<file path="config.mk">
export PLATFORM = sky130hd
export DESIGN_NAME = zsup_seg_decoder
export DESIGN_NICKNAME = d
export VERILOG_FILES = /design/src/rtl/zsup_pkg.sv /design/src/rtl/zsup_rst_sync.sv /design/src/rtl/zsup_chain.sv /design/src/rtl/zsup_digit_enc.sv /design/src/rtl/zsup_seg_decoder.sv
export SDC_FILE = /design/constraint.sdc
export NUM_CORES = 1
export LEC_CHECK = 0
export CAP_MARGIN = 20
export CORE_MARGIN = 4
export CORE_UTILIZATION = 63
export CTS_BUF_LIST = sky130_fd_sc_hd__clkbuf_16
export CTS_CLUSTER_DIAMETER = 30
export DETAILED_ROUTE_END_ITERATION = 10
export DONT_BUFFER_PORTS = 1
export PLACE_DENSITY = 0.91
export REMOVE_ABC_BUFFERS = 1
export SYNTH_ARGS = -nofsm -noshare
export SYNTH_HDL_FRONTEND = slang
export SYNTH_SLANG_ARGS = --single-unit
</file>
<file path="constraint.sdc">
create_clock -name clk -period 1.4 [get_ports clk]
set_clock_uncertainty 0.05 [all_clocks]
set_input_delay 0.28 -clock clk [delete_from_list [all_inputs] [get_ports clk]]
set_output_delay 0.28 -clock clk [all_outputs]
set_load 0.03 [all_outputs]
</file>
<file path="src/rtl/zsup_pkg.sv">
package zsup_pkg;
  localparam int unsigned SEG_W = 7;
  localparam int unsigned BCD_W = 4;

  typedef logic [SEG_W-1:0] seg_t;
  typedef logic [BCD_W-1:0] bcd_t;

  // bit 0 = segment a ... bit 6 = segment g
  function automatic seg_t seg_of(bcd_t v);
    seg_t s;
    case (v)
      4'd0:    s = 7'h3F;
      4'd1:    s = 7'h06;
      4'd2:    s = 7'h5B;
      4'd3:    s = 7'h4F;
      4'd4:    s = 7'h66;
      4'd5:    s = 7'h6D;
      4'd6:    s = 7'h7D;
      4'd7:    s = 7'h07;
      4'd8:    s = 7'h7F;
      4'd9:    s = 7'h6F;
      default: s = 7'h00; // non-decimal codes dark
    endcase
    return s;
  endfunction
endpackage

</file>
<file path="src/rtl/zsup_rst_sync.sv">
module zsup_rst_sync (
  input  logic clk,
  input  logic rst_n,
  output logic rst_n_sync
);
  logic [1:0] sync_q;

  always_ff @(posedge clk or negedge rst_n) begin
    if (!rst_n) sync_q <= 2'b00;
    else        sync_q <= {sync_q[0], 1'b1};
  end

  assign rst_n_sync = sync_q[1];
endmodule

</file>
<file path="src/rtl/zsup_chain.sv">
module zsup_chain #(
  parameter int unsigned NDIG = 4,
  parameter int unsigned PW   = $clog2(NDIG + 1)
) (
  input  logic [NDIG*4-1:0] digits,
  input  logic [PW-1:0]     point,
  input  logic [NDIG-1:0]   allow,
  output logic [NDIG-1:0]   blank
);
  logic [NDIG-1:0] is_zero;
  int              pnt;
  logic            run_int;
  logic            run_frac;

  always_comb begin
    for (int i = 0; i < NDIG; i++) is_zero[i] = (digits[i*4 +: 4] == 4'd0);
  end

  // out-of-range point clamps to NDIG
  always_comb begin
    if (int'(point) > int'(NDIG)) pnt = int'(NDIG);
    else                           pnt = int'(point);
  end

  // integer chain from the top, R4 fractional chain from the bottom
  always_comb begin
    blank    = '0;
    run_int  = 1'b1;
    for (int i = NDIG - 1; i >= 0; i--) begin
      if (i >= pnt) begin
        run_int  = run_int & allow[i] & is_zero[i];
        blank[i] = run_int;
      end
    end
    run_frac = 1'b1;
    for (int i = 0; i < NDIG; i++) begin
      if (i < pnt) begin
        run_frac = run_frac & allow[i] & is_zero[i];
        blank[i] = run_frac;
      end
    end
  end
endmodule

</file>
<file path="src/rtl/zsup_digit_enc.sv">
module zsup_digit_enc
  import zsup_pkg::*;
(
  input  bcd_t bcd,
  input  logic blank,
  input  logic lamp_test,
  input  logic disp_en,
  output seg_t seg
);
  always_comb begin
    if (!disp_en)       seg = '0;
    else if (lamp_test) seg = '1;
    else if (blank)     seg = '0;
    else                seg = seg_of(bcd);
  end
endmodule

</file>
<file path="src/rtl/zsup_seg_decoder.sv">
module zsup_seg_decoder
  import zsup_pkg::*;
#(
  parameter int unsigned NDIG = 4,
  localparam int unsigned PW  = $clog2(NDIG + 1),
  localparam int unsigned SW  = NDIG * SEG_W,
  localparam int unsigned DW  = NDIG * BCD_W
) (
  input  logic          clk,
  input  logic          rst_n,
  input  logic [DW-1:0] digits_i,
  input  logic [PW-1:0] point_i,
  input  logic [NDIG-1:0] allow_i,
  input  logic          lamp_test_i,
  input  logic          disp_en_i,
  output logic [SW-1:0] seg_o,
  output logic [NDIG-1:0] blank_o,
  output logic          disp_en_o
);
  logic            rst_ns;
  logic [NDIG-1:0] blank_w;
  logic [SW-1:0]   seg_d, seg_q;
  logic [NDIG-1:0] blank_d, blank_q;
  logic            en_d, en_q;

  zsup_rst_sync u_rst (
    .clk        (clk),
    .rst_n      (rst_n),
    .rst_n_sync (rst_ns)
  );

  zsup_chain #(.NDIG(NDIG), .PW(PW)) u_chain (
    .digits (digits_i),
    .point  (point_i),
    .allow  (allow_i),
    .blank  (blank_w)
  );

  for (genvar g = 0; g < NDIG; g++) begin : g_dig
    zsup_digit_enc u_enc (
      .bcd       (digits_i[g*BCD_W +: BCD_W]),
      .blank     (blank_w[g]),
      .lamp_test (lamp_test_i),
      .disp_en   (disp_en_i),
      .seg       (seg_d[g*SEG_W +: SEG_W])
    );

    // a suppressed digit reaches the pins dark
    p_blank_dark_r6: assert property (@(posedge clk) disable iff (!rst_ns)
      (disp_en_i && !lamp_test_i && blank_w[g]) |=> (seg_q[g*SEG_W +: SEG_W] == '0));
  end

  // next state
  always_comb begin
    blank_d = blank_w;
    en_d    = disp_en_i;
  end

  // registers
  always_ff @(posedge clk or negedge rst_ns) begin
    if (!rst_ns) begin
      seg_q   <= '0;
      blank_q <= '0;
      en_q    <= 1'b0;
    end else begin
      seg_q   <= seg_d;
      blank_q <= blank_d;
      en_q    <= en_d;
    end
  end

  assign seg_o     = seg_q;
  assign blank_o   = blank_q;
  assign disp_en_o = en_q;

  p_lamp_on_r7: assert property (@(posedge clk) disable iff (!rst_ns)
    (disp_en_i && lamp_test_i) |=> (&seg_q));

  p_dark_off_r8: assert property (@(posedge clk) disable iff (!rst_ns)
    (!disp_en_i) |=> (seg_q == '0));

  p_en_high_r9: assert property (@(posedge clk) disable iff (!rst_ns)
    disp_en_i |=> disp_en_o);

  p_en_low_r9: assert property (@(posedge clk) disable iff (!rst_ns)
    !disp_en_i |=> !disp_en_o);

  p_reset_quiet_r11: assert property (@(posedge clk)
    (!rst_ns) |-> (seg_q == '0 && blank_q == '0 && !en_q));
endmodule

</file>
==> metrics list <==
* Startpoint of the most critical register-to-register path: u_rst.sync_q[1]
- Synthesis produced 219 cells.
- Endpoint required time on the critical path: approximately 1.5 ns
* Setup total negative slack: 0 ns
- The floorplan step defined a core boundary enclosing 3360 um2.
- Achievable clock frequency: 0.783 GHz
- For this block, the via count after detailed routing is 1560.
- In the global route stage, overall resource usage came out at 19.6%.
* Final period util: 91.3%
- Die area: 4540 um2
- The startpoint identified for the worst hold timing path is point_i[2].
* Number of antenna violations at the first check in global routing: 0
* Total wirelength of the detailed-routed design: approximately 4000 um
- Setup repair after global routing left no endpoint under its margin.
- Clock-pin slew on the worst setup and hold paths: approximately 0.050 ns
- Number of warnings printed during yosys synthesis: 0
- For this configuration, the core starts out at a cell density of 66.1%.
* Number of H-tree levels: 2
* Most frequent cell after synthesis: dfrtp_1
- After global routing the overflow that remains totals 0.
- The pre-antenna-repair detailed-routing pass consisted of 4 iterations.
- Number of buffers added for setup after CTS: 0
* Max cap viols: 0
* Slew Limit Fails: 0
* Classification of the worst-slack hold path: primary input to flop
* Placed standard-cell area: 2340 um2
- Chip Height: 67.4 um
- At the later pin of the worst-skew pair, clock insertion delay measures about 0.28 ns.
- Setup violations remaining at the end of the flow were counted as 0.
- Proportion of synthesized chip area in sequential cells: 39.4%
- Clock tree from TritonCTS: yes
- In this run the mean area of a mapped cell was 10.2 um2.
* Final Hold Fails: 0
- CTS Root Buffer Type: clkbuf_16
- After detailed routing, the average wire length per cell comes to 14.2 um.
* Final weighted congestion in routability-driven placement: 0.822
- For flop-to-flop paths, the worst setup slack is 0.79 ns.
- In the routed layout, each cell is associated on average with a via count of 5.53.
* Number of flops mapped to enable cells by yosys: 0
- Setup slack on the critical path of the routed design comes to 0.122 ns.
* Synthesis-stage register bit count: 35
- Result of the run: completed
* Most used routing layer in global routing: met2
* Worst-case reg-to-reg path depth: 1
- Relative area change from synthesis to final layout: 12.5%
* Met3 layer usage reported by global route: 7.49%
- The number of clock buffers added by TritonCTS is 5.
- The synthesized design spends more area on one cell type than any other, namely dfrtp_1.
* Num Clock Sinks: 35
- Post-synthesis cell area: 2220 um2
- During I/O placement, the number of pins put on the boundary was 60.
- The first global-routing pass estimated 6670 um of wire.
- The longest clock path from root to sink contains 2 buffers.
- After legalization and detailed placement, the total HPWL measured 3170 um.
- Ranked by total cell area, the synthesized netlist is headed by dfrtp_1 39%, ha_1 14%, o31ai_1 3.0%.
* Share of post-route cells with drive strength above 1: ~20%
- STA classifies the critical path endpoint as a flop.
- Global routing used between 20% and 30% of the available met1 tracks.
- Static leakage power: 1.15 nW
- DRC violations left: 0
- Global routing consumed, on the met2 layer, 32.9% of the routing resources.
* Minimum setup slack after placement: -0.212 ns
- After floorplanning, the core was divided into 21 placement rows.
- IR analysis of the VDD net gives a maximum drop of 0.490 mV.
- The commonest cells after synthesis are 35 x dfrtp_1, 24 x ha_1, 15 x nand2_1.
- The count of nets left with antenna violations once routing finished came out at 0.
* Number of nets at the end of the flow: 287
* Starting DRT DRC Count: just over 70
- The via count of the first global-routing pass came to 1437.
* Share of the synthesized area in the top cell type: 39.4%
- In this run the horizontal extent of the chip is 67.4 um.
- STA classifies the critical path startpoint as a primary input.
- CP Capture Point: seg_o[0]
- For this run, the leading register cell type out of synthesis is dfrtp_1.
- Data arrival time at the worst-slack endpoint: 1.37 ns
- The repair_antennas step left the layout with diodes totalling 0.
- Maximum fanout count along the critical path: 6
- Power per Cell Area: approximately 1000 nW/um2
* Launching instance or port of the critical path: digits_i[4]
- After layout, the minimum clock period comes to between 1 and 1.5 ns.
- Port-buffer cells: 0
* Total of fill cells in the finished design: 253
* Number of unique standard cell types used by synthesis: 48
* Pin count of the biggest net entering global routing: 34
- Cell area after layout: around 2500 um2
- After synthesis, the share of flip-flops with an asynchronous set or reset is 100%.
* Endpoint of the worst register-to-register path: seg_o[20]
- Type of the worst setup path: primary input to flop
-- area by class of cell --
cell class	count	area, um2	area share, %
Sequential cell	35	876	35.0
Inverter	12	45.0	1.80
Clock inverter	2	8.76	0.350
Tap cell	46	57.6	2.30
Multi-Input combinational cell	161	1230	49.0
Timing Repair Buffer	21	163	6.50
Clock buffer	5	125	5.00
-- placed cells by master (no fill, tap or decap), types with 2 or more instances in the layout --
master	netlist	layout
nand2_4	2	2
dlygate4sd3_1	0	2
or2b_2	2	2
and2b_2	2	2
inv_1	12	12
nand2b_1	5	5
o22ai_4	2	2
nand2_1	15	15
o21bai_1	2	2
o31ai_1	9	9
o21ai_1	11	11
a21oi_1	11	11
o22ai_1	5	5
a21o_1	2	2
nor2b_1	10	10
nand3_1	5	5
buf_4	2	19
and4bb_4	2	3
dfrtp_1	35	35
clkbuf_16	0	5
nor3_2	2	2
nor3_1	6	6
nor2_1	11	11
and2_1	2	2
o21ai_0	11	11
ha_1	24	24
-- state kept, by name, summed over array words and instances, names as in the netlist --
signal / count
blank_o: 4
u_rst.sync_q: 2
disp_en_o: 1
seg_o: 28
-- stage by stage --
step | utilization (%) | cells | hold WS (ns) | total power, mW
5_1_grt | 74.4 | 282 | 0.0390 | 2.66
6_report | 74.4 | 282 | 0.0330 | 2.55
3_3_place_gp | 69.7 | 273 | -0.0655 | 1.56
4_1_cts | 74.3 | 282 | 0.0340 | 2.56
3_5_place_dp | 69.7 | 273 | -0.0655 | 1.57
2_1_floorplan | - | 208 | -0.0656 | 1.48
-- where the power goes --
group          internal, mW  switching [mW]  leakage, nW
Clock                 0.636           0.359       0.0671
Combinational         0.141           0.146        0.655
Sequential             1.09           0.181        0.431
Total                  1.86           0.686         1.15
-- worst min-delay path by stage --
stage,cells past startpoint,slack (ns),end
2_1_floorplan,0,-0.07,u_rst.sync_q[0]
3_3_place_gp,0,-0.07,u_rst.sync_q[0]
3_5_place_dp,0,-0.07,u_rst.sync_q[0]
4_1_cts,1,0.03,blank_o[3]
5_1_grt,1,0.04,blank_o[3]
6_report,1,0.03,blank_o[3]
-- what timing repair did --
item	in CTS	in global routing
endpoints found under the setup margin	0	17
hold endpoints to repair	3	0
hold buffers	2	0
gates resized for setup	0	1
-- layer usage --
layer	vias to the layer above	share of wire, %
met5	-	0
met4	0	1.7
met3	6	9.5
met2	49	49
met1	717	40
li1	788	-
-- cell families after synthesis --
group	share of synthesized area, %
compound gates	19.8
fa+ha+maj	13.5
flops	39.4
other cells	0.169
buf+inv	5.63
simple gates	21.5
-- critical path, stage by stage --
cell      delay (ns)
inv_1           0.10
ha_1            0.21
and4bb_4        0.33
a31oi_4         0.12
o31ai_4         0.26
a21oi_1         0.08
Power figures use the tool's default switching activity.
